--- config.mk ---
export PLATFORM = sky130hd
export DESIGN_NAME = ts_prbs_rx_top
export DESIGN_NICKNAME = d
export VERILOG_FILES = /design/src/rtl/ts_prbs_pkg.sv /design/src/rtl/prbs_selfsync_chk.sv /design/src/rtl/err_acc.sv /design/src/rtl/mw_insert.sv /design/src/rtl/ts_prbs_rx_top.sv
export SDC_FILE = /design/constraint.sdc
export NUM_CORES = 1
export LEC_CHECK = 0
export ABC_AREA = 1
export BUFFER_PORTS_ARGS = -buffer_cell sky130_fd_sc_hd__buf_2
export CORE_MARGIN = 4
export CORE_UTILIZATION = 40
export DETAILED_ROUTE_END_ITERATION = 6
export PLACE_DENSITY = 0.68
export RECOVER_POWER = 100
export SLEW_MARGIN = 20
export SYNTH_ARGS = -nofsm -noshare
export SYNTH_HDL_FRONTEND = slang
export SYNTH_SLANG_ARGS = --single-unit
--- constraint.sdc ---
create_clock -name clk -period 5.4 [get_ports clk]
set_input_delay 0.81 -clock clk [delete_from_list [all_inputs] [get_ports clk]]
set_output_delay 0.81 -clock clk [all_outputs]
set_load 0.05 [all_outputs]
--- src/rtl/ts_prbs_pkg.sv ---
package ts_prbs_pkg;
  localparam int NSLOT   = 24;
  localparam int SLOT_W  = 5;
  localparam int BYTE_W  = 8;
  localparam int PRBS_N  = 15;
  localparam int CNT_W   = 8;
  localparam int MW_LEN  = 8;
  localparam int PH_W    = $clog2(MW_LEN);

  // mu-law digital milliwatt, one entry per frame, sign bit in the MSB
  function automatic logic [BYTE_W-1:0] mw_byte(input logic [PH_W-1:0] ph);
    logic [BYTE_W-1:0] mag;
    // the second half of the cycle mirrors the first with the sign bit set
    case (ph[1:0])
      2'd0:    mag = 8'h1E;
      2'd1:    mag = 8'h0B;
      2'd2:    mag = 8'h0B;
      default: mag = 8'h1E;
    endcase
    return ph[2] ? (mag | 8'h80) : mag;
  endfunction
endpackage

--- src/rtl/prbs_selfsync_chk.sv ---
module prbs_selfsync_chk #(
  parameter int BYTE_W = 8,
  parameter int PRBS_N = 15,
  parameter int TAP_HI = 15,
  parameter int TAP_LO = 14,
  localparam int ERR_W = $clog2(BYTE_W + 1)
) (
  input  logic              clk,
  input  logic              rst_n,
  input  logic              byte_vld,
  input  logic [BYTE_W-1:0] byte_in,
  output logic [ERR_W-1:0]  err_bits
);
  logic [PRBS_N-1:0] hist_q, hist_d;
  logic [BYTE_W-1:0] mism;

  always_comb begin
    logic [PRBS_N-1:0] h;
    h = hist_q;
    for (int i = BYTE_W - 1; i >= 0; i--) begin
      mism[i] = byte_in[i] ^ h[TAP_HI-1] ^ h[TAP_LO-1];
      h = {h[PRBS_N-2:0], byte_in[i]};
    end
    hist_d = h;
  end

  always_comb begin
    err_bits = '0;
    if (byte_vld) begin
      for (int i = 0; i < BYTE_W; i++) err_bits = err_bits + ERR_W'(mism[i]);
    end
  end

  always_ff @(posedge clk or negedge rst_n) begin
    if (!rst_n)        hist_q <= '0;
    else if (byte_vld) hist_q <= hist_d;
  end

  // no errors can be reported when no byte is checked
  p_idle_noerr_r2: assert property (@(posedge clk) disable iff (!rst_n)
    !byte_vld |-> err_bits == '0);
endmodule

--- src/rtl/err_acc.sv ---
module err_acc #(
  parameter int CNT_W = 8,
  parameter int ADD_W = 4
) (
  input  logic             clk,
  input  logic             rst_n,
  input  logic [ADD_W-1:0] add_val,
  input  logic             cnt_clr,
  input  logic             sts_clr,
  output logic [CNT_W-1:0] count,
  output logic             ovf_sts
);
  logic [CNT_W:0]   sum;
  logic [CNT_W-1:0] cnt_d;
  logic             sts_d;
  logic             cnt_en;

  always_comb begin
    sum    = {1'b0, count} + (CNT_W+1)'(add_val);
    cnt_en = cnt_clr || (add_val != '0);
    cnt_d  = cnt_clr ? '0 : sum[CNT_W-1:0];
    if (!cnt_clr && sum[CNT_W]) sts_d = 1'b1;
    else if (sts_clr)           sts_d = 1'b0;
    else                        sts_d = ovf_sts;
  end

  always_ff @(posedge clk or negedge rst_n) begin
    if (!rst_n)      count <= '0;
    else if (cnt_en) count <= cnt_d;
  end

  always_ff @(posedge clk or negedge rst_n) begin
    if (!rst_n) ovf_sts <= 1'b0;
    else        ovf_sts <= sts_d;
  end

  p_hold_r3: assert property (@(posedge clk) disable iff (!rst_n)
    (add_val == '0 && !cnt_clr) |=> $stable(count));
  p_clear_r7: assert property (@(posedge clk) disable iff (!rst_n)
    cnt_clr |=> (count == '0));
  p_sticky_r5: assert property (@(posedge clk) disable iff (!rst_n)
    (ovf_sts && !sts_clr) |=> ovf_sts);
endmodule

--- src/rtl/mw_insert.sv ---
module mw_insert
  import ts_prbs_pkg::*;
#(
  parameter int LAST_SLOT = NSLOT - 1
) (
  input  logic              clk,
  input  logic              rst_n,
  input  logic              in_vld,
  input  logic [SLOT_W-1:0] in_slot,
  input  logic [BYTE_W-1:0] in_byte,
  input  logic              repl,
  output logic              out_vld,
  output logic [SLOT_W-1:0] out_slot,
  output logic [BYTE_W-1:0] out_byte
);
  logic [PH_W-1:0]   ph_q, ph_d;
  logic [BYTE_W-1:0] byte_d;
  logic              frame_end;

  always_comb begin
    frame_end = in_vld && (in_slot == SLOT_W'(LAST_SLOT));
    ph_d      = ph_q + PH_W'(1);
    byte_d    = repl ? mw_byte(ph_q) : in_byte;
  end

  always_ff @(posedge clk or negedge rst_n) begin
    if (!rst_n)         ph_q <= '0;
    else if (frame_end) ph_q <= ph_d;
  end

  always_ff @(posedge clk or negedge rst_n) begin
    if (!rst_n) out_vld <= 1'b0;
    else        out_vld <= in_vld;
  end

  always_ff @(posedge clk or negedge rst_n) begin
    if (!rst_n) begin
      out_slot <= '0;
      out_byte <= '0;
    end else if (in_vld) begin
      out_slot <= in_slot;
      out_byte <= byte_d;
    end
  end

  p_slot_follow_r8: assert property (@(posedge clk) disable iff (!rst_n)
    in_vld |=> (out_slot == $past(in_slot)));
endmodule

--- src/rtl/ts_prbs_rx_top.sv ---
module ts_prbs_rx_top
  import ts_prbs_pkg::*;
(
  input  logic              clk,
  input  logic              rst_n,
  input  logic              in_valid,
  input  logic [SLOT_W-1:0] in_slot,
  input  logic [BYTE_W-1:0] in_byte,
  input  logic [NSLOT-1:0]  rx_test_en,
  input  logic              mw_mode,
  input  logic              cnt_clr,
  input  logic              sts_clr,
  input  logic              irq_en,
  output logic              out_valid,
  output logic [SLOT_W-1:0] out_slot,
  output logic [BYTE_W-1:0] out_byte,
  output logic [CNT_W-1:0]  err_count,
  output logic              ovf_status,
  output logic              irq
);
  localparam int SLOT_SPAN = 2 ** SLOT_W;
  localparam int ERR_W     = $clog2(BYTE_W + 1);

  logic [SLOT_SPAN-1:0] en_pad;
  logic                 slot_sel, chk_vld, repl;
  logic [ERR_W-1:0]     err_bits;

  always_comb begin
    en_pad   = {{(SLOT_SPAN-NSLOT){1'b0}}, rx_test_en};
    slot_sel = in_valid && en_pad[in_slot];
    chk_vld  = slot_sel && !mw_mode;
    repl     = slot_sel && mw_mode;
    irq      = ovf_status && irq_en;
  end

  prbs_selfsync_chk #(.BYTE_W(BYTE_W), .PRBS_N(PRBS_N), .TAP_HI(15), .TAP_LO(14)) u_chk (
    .clk(clk), .rst_n(rst_n), .byte_vld(chk_vld), .byte_in(in_byte), .err_bits(err_bits));

  err_acc #(.CNT_W(CNT_W), .ADD_W(ERR_W)) u_acc (
    .clk(clk), .rst_n(rst_n), .add_val(err_bits), .cnt_clr(cnt_clr), .sts_clr(sts_clr),
    .count(err_count), .ovf_sts(ovf_status));

  mw_insert u_mw (
    .clk(clk), .rst_n(rst_n), .in_vld(in_valid), .in_slot(in_slot), .in_byte(in_byte),
    .repl(repl), .out_vld(out_valid), .out_slot(out_slot), .out_byte(out_byte));

  p_pass_r8: assert property (@(posedge clk) disable iff (!rst_n)
    (in_valid && !mw_mode) |=> (out_byte == $past(in_byte)));
  p_mw_frozen_r9: assert property (@(posedge clk) disable iff (!rst_n)
    (mw_mode && !cnt_clr) |=> $stable(err_count));
  p_irq_gate_r6: assert property (@(posedge clk) disable iff (!rst_n)
    irq |-> (ovf_status && irq_en));
  p_valid_follow_r8: assert property (@(posedge clk) disable iff (!rst_n)
    1'b1 |=> (out_valid == $past(in_valid)));
endmodule

Yosys cells after proc, flatten, opt, wreduce, memory -nomap -nowiden
Index checks and enable logic that the tools add are counted.
{"block": "word_totals", "mem_count": 0, "ram_bits": 0, "wordCells": 57, "out_inout_bits": 24, "romBits": 0, "reg_bits": 41, "latchBits": 0}
{"block": "classes", "shift": 0, "n_bitwise": 16, "eq_ne": 3, "mul": 0, "muxes": 9, "n_reduce_logical": 12, "div_mod_pow": 0, "n_lt_le_gt_ge": 1, "n_addsub": 9}
{"cell": "adder 4 x 1 -> 4 bit", "count": 6}
{"cell": "two-way mux 8 bit", "count": 3}
{"cell": "bitwise XOR 1 bit", "count": 16}
{"cell": "adder 8 x 4 -> 9 bit", "count": 1}
{"cell": "logical AND 1 bit", "count": 6}
{"cell": "< comparator 5 x 6 -> 1 bit (second input constant)", "count": 1}
{"cell": "binary-select mux 1 bit (select 5 bit)", "count": 1}
{"cell": "equality test 5 bit (second input constant)", "count": 1}
{"cell": "two-way mux 5 bit", "count": 1}
{"cell": "two-way mux 4 bit", "count": 1}
{"cell": "nonzero test 4 bit", "count": 1}
{"cell": "adder 3 x 1 -> 3 bit (second input constant)", "count": 1}
{"cell": "two-way mux 1 bit", "count": 3}
{"cell": "adder 1 x 1 -> 2 bit", "count": 1}
{"cell": "equality test 2 x 1 -> 1 bit (second input constant)", "count": 1}
{"cell": "equality test 2 bit (second input constant)", "count": 1}
{"cell": "logical NOT 1 bit", "count": 2}
{"cell": "nonzero test 2 bit", "count": 1}
{"cell": "OR reduction 2 bit", "count": 1}
{"cell": "logical OR 1 bit", "count": 1}

Depth between registers and ports, before layout
{"block": "depth", "depth_word": 13, "depth_mapped": 22, "mapped_depth_nobuf": 22}

By module
A second synthesis with hierarchy kept.
{"block": "unflattened", "hier_cells": 366, "area_unflattened_um2": 2612.5}
{"module": "prbs_selfsync_chk", "instances": 1, "cells_each": 135, "seq_area_each_um2": 375.4, "area_per_inst_um2": 984.7}
{"module": "mw_insert", "instances": 1, "cells_each": 87, "seq_area_each_um2": 425.4, "area_per_inst_um2": 744.5}
{"module": "err_acc", "instances": 1, "cells_each": 74, "seq_area_each_um2": 225.2, "area_per_inst_um2": 569.3}
{"module": "ts_prbs_rx_top", "instances": 1, "cells_each": 70, "seq_area_each_um2": 0.0, "area_per_inst_um2": 314.1}

Least setup slack after synthesis
No wires, ideal clock.
{"block": "synth_timing", "path_type": "input to register", "startpoint": "input in_byte[0]", "endpoint": "register u_acc.count[7]", "slack_ns": 0.567, "arrival_ns": 4.715, "n_path_buf": 0, "required_ns": 5.281, "path_stages": 20, "path_cell_list": "xnor2_1 -> xor2_1 -> ha_1 -> fa_1 -> inv_1 -> fa_1 -> fa_1 -> fa_1 -> or2_2 -> a21oi_1 -> ha_1 -> a21oi_1 -> nand2_1 -> nand2_1 -> a21oi_1 -> nand3_1 -> xor2_1 -> inv_1 -> nand3_1 -> nand2_1"}
{"block": "synth_via", "elab_chain_len": 12}
{"element": "start: declaration", "line": "ts_prbs_rx_top.sv:8", "text": "input logic [BYTE_W-1:0] in_byte,"}
{"element": "bitwise XOR 1 bit (*) (2 in a row)", "line": "prbs_selfsync_chk.sv:21", "text": "mism[i] = byte_in[i] ^ h[TAP_HI-1] ^ h[TAP_LO-1];"}
{"element": "adder 1 x 1 -> 2 bit (*)", "line": "prbs_selfsync_chk.sv:30", "text": "for (int i = 0; i < BYTE_W; i++) err_bits = err_bits + ERR_W'(mism[i]);"}
{"element": "adder 4 x 1 -> 4 bit (*) (6 in a row)", "line": "prbs_selfsync_chk.sv:30"}
{"element": "two-way mux 4 bit (*)", "line": "prbs_selfsync_chk.sv:29", "text": "if (byte_vld) begin"}
{"element": "adder 8 x 4 -> 9 bit / nonzero test 4 bit (equally long branches)", "line": "err_acc.sv:19, err_acc.sv:20"}
{"element": "two-way mux 8 bit / logical OR 1 bit (equally long branches)", "line": "err_acc.sv:21, err_acc.sv:20"}
{"element": "end signal: assignment", "line": "err_acc.sv:29", "text": "else if (cnt_en) count <= cnt_d;"}
{"element": "end: declaration", "line": "err_acc.sv:10", "text": "output logic [CNT_W-1:0] count,"}
Mark *: on every way between the ends. The rest lies on a longest branch, timed or not.
A chain may end at the register's enable or synchronous reset.

Worst setup path in the final report
{"block": "layout_timing", "startpoint": "input in_byte[0]", "endpoint": "register u_acc.count[6]"}
Same word-level chain as after synthesis.

==> impl_metrics.json <==
{
  "status": "complete, but fails checks",
  "violations": "capacitance limit, slew limit",
  "drc": 0,
  "clock.fmax_mhz": 202,
  "design.core.area_um2": 6060,
  "die_h_um": 88.0,
  "skew_ns": 0.00532,
  "antennaDiodeCount": 0,
  "syn_area_um2": 2560,
  "htree_levels": 2,
  "antenna_found_initial": 0,
  "synth_area_leaders": "dfrtp_1 40%, nand2_1 15%, inv_1 7.6%, nand3_1 6.6%, fa_1 3.9%",
  "fp-row-count": 28,
  "synth_top_area_share_pct": 40.0,
  "cts.path.max_buffers": 2,
  "crit_required_ns": 5.64,
  "ys_top_cells_by_count": "102 x nand2_1, 52 x inv_1, 41 x dfrtp_1, 34 x nand3_1, 13 x o21ai_1",
  "netlist_instances": 334,
  "post-route-worst-setup-slack_ns": 0.451,
  "grt_usage_pct": 16.1,
  "numCtsBuffers": 5,
  "clock-root-buffer": "clkbuf_8",
  "min_path_cells": 1,
  "hpwlAfterDp_mm": 4.46,
  "crit_path_end_kind": "register",
  "startpoint_type": "input pin",
  "yosysTopAreaCell": "dfrtp_1",
  "finalSetupViolations": 0,
  "hp-class": "register to register",
  "power_leakage_uw": 0.00162,
  "critPathKind": "input pin to register",
  "cts_hold_buffers": 0,
  "via_per_inst": 4.78,
  "async_flop_share_pct": 100,
  "cts_sinks": 41,
  "hold_viol": 0,
  "gp_congestion": 0.856,
  "clk_pin_slew_ns": 0.08,
  "powerDensity_nw_per_um2": 447,
  "ir_worst_vdd_v": 0.000299,
  "synth.distinct_cells": 31,
  "drive_gt1_share_pct": 13.2,
  "areaGrowthSynthToFinish_pct": 16.4,
  "die-area_um2": 7750,
  "clock_latency_ns": 0.30,
  "crit_arrival_ns": 5.19,
  "crit_path_max_fanout": 8,
  "worstReg2RegStart": "u_chk.hist_q[7]$_DFFE_PN0P_",
  "seq_area_frac_synth_pct": 40.0,
  "maxSlewHeadroom_pct": -42.9,
  "die_w_um": 88.0,
  "io_buffers": 67,
  "grt_pass1_vias": 2224,
  "synth_edf_count": 0,
  "final_nets": 459,
  "min_to": "u_mw.ph_q[0]$_DFFE_PN0P_",
  "start_util_pct": 42.3,
  "max_slew.worst_pin.slew_ns": 2.14,
  "post-route-min-period_ns": 4.95,
  "postCtsSetupBuffers": 0,
  "ant_nets": 0,
  "worst_hold_slack_ns": 0.477,
  "synth_ff_type": "dfrtp_1",
  "routedWlPerCell_um": 12.1,
  "drv_slew": 43,
  "hold_start": "u_mw.ph_q[0]$_DFFE_PN0P_",
  "dr.pass1.iters": 4,
  "pre_cts_ws_ns": 0.216,
  "ys_warn_count": 0,
  "dr_total_vias": 2283,
  "grt_pass1_wl_mm": 9.89,
  "grt-ovfl-total": 0,
  "drt_wl_total_mm": 5.80,
  "regToRegSetupSlack_ns": 0.58,
  "period_share_pct": 91.6,
  "drtIter0Drc": 109,
  "r2r_cells": 13,
  "ctsResizeCount": 0,
  "post-synth-top-count-cell": "nand2_1",
  "tns_ns": 0,
  "ys_ff_latch": 41,
  "cap_violations": 2,
  "syn_avg_cell_area_um2": 7.67,
  "reg2reg_to": "u_acc.count[6]$_DFFE_PN0P_",
  "io_pins": 68,
  "synth_nets": 391,
  "cts_tree": "built",
  "grt_max_degree": 42,
  "rsz0062_at_grt": "no"
}
worst max-delay path, stage by stage:
cell and delay (ns):
clkbuf_1 0.11, xnor2_1 0.19, xor2_1 0.17, ha_1 0.26, fa_1 0.53, inv_1 0.05
fa_1 0.50, fa_1 0.47, fa_1 0.51, inv_1 0.05, o311ai_0 1.23, nand3_1 0.17
nand2_1 0.13
power by group:
| part | internal (uW) | switching (uW) | leakage (uW) |
|---|---|---|---|
| registers | 360 | 38.1 | 0.000518 |
| clock network | 93.3 | 120 | 0.0000447 |
| logic | 282 | 440 | 0.00106 |
| total | 735 | 599 | 0.00162 |
through the flow:
stage               total power [uW]  utilization [%]  area, um^2  instances
global placement                1130             48.7        2950        470
detailed placement              1150             48.7        2950        470
floorplan                        994                -        2560        334
finish                          1330             49.2        2980        478
CTS                             1370             50.2        3040        478
global route                    1500             49.2        2980        478
cells by family (layout without fill, tap and decap cells):
kind of cell | count (synthesis) | in the layout | synth area share, %
buf+inv | 63 | 132 | 10.0
xor+xnor | 22 | 22 | 7.52
compound gates | 36 | 36 | 7.76
flops | 41 | 41 | 40.0
fa+ha+maj | 13 | 13 | 7.81
simple gates | 159 | 159 | 26.9
state kept, by name, summed over array words and instances, names as in the netlist:
name           count
u_mw.out_vld       1
u_mw.out_slot      5
u_chk.hist_q      15
u_mw.ph_q          3
u_acc.ovf_sts      1
u_mw.out_byte      8
u_acc.count        8
routing by layer:
| metal | track usage, % | vias to the layer above | share of wire (%) |
|---|---|---|---|
| met5 | 0 | - | 0 |
| met4 | 4.67 | 0 | 1.4 |
| met3 | 3.86 | 8 | 4.9 |
| met2 | 26.4 | 42 | 48 |
| met1 | 21.2 | 1057 | 46 |
| li1 | - | 1176 | - |
cells in the final DEF (no fill, tap or decap), types with 3 or more instances in the layout:
cell type and count:
buf_2 39, nor2_1 13, inv_1 55, xnor2_1 11, ha_1 8, dfrtp_1 41, nand2_1 103, a21oi_1 5
clkbuf_8 5, or2_2 3, clkbuf_1 28, fa_1 5, nand3_1 34, o21ai_0 21, o21ai_1 4, xor2_1 11
worst max path at each step:
stage | from | end | slack, ns | cells after the start
3_3_place_gp | in_byte[0] | u_acc.count[7]$_DFFE_PN0P_ | 0.31 | 21
4_1_cts | in_byte[0] | u_acc.count[6]$_DFFE_PN0P_ | 0.54 | 18
6_report | in_byte[0] | u_acc.count[6]$_DFFE_PN0P_ | 0.45 | 13
2_1_floorplan | in_byte[0] | u_acc.count[7]$_DFFE_PN0P_ | 0.57 | 20
3_5_place_dp | in_byte[0] | u_acc.count[6]$_DFFE_PN0P_ | 0.22 | 18
5_1_grt | in_byte[0] | u_acc.count[1]$_DFFE_PN0P_ | 0.15 | 13
final cells by class:
class                           count  area (um^2)
Fill cell                         623         3080
Multi-Input combinational cell    230         1250
Sequential cell                    41         1030
Timing Repair Buffer               67          300
Inverter                           57          214
Tap cell                           75         93.8
Clock buffer                        5         68.8
Clock inverter                      3         25.0
Power figures use the tool's default switching activity.
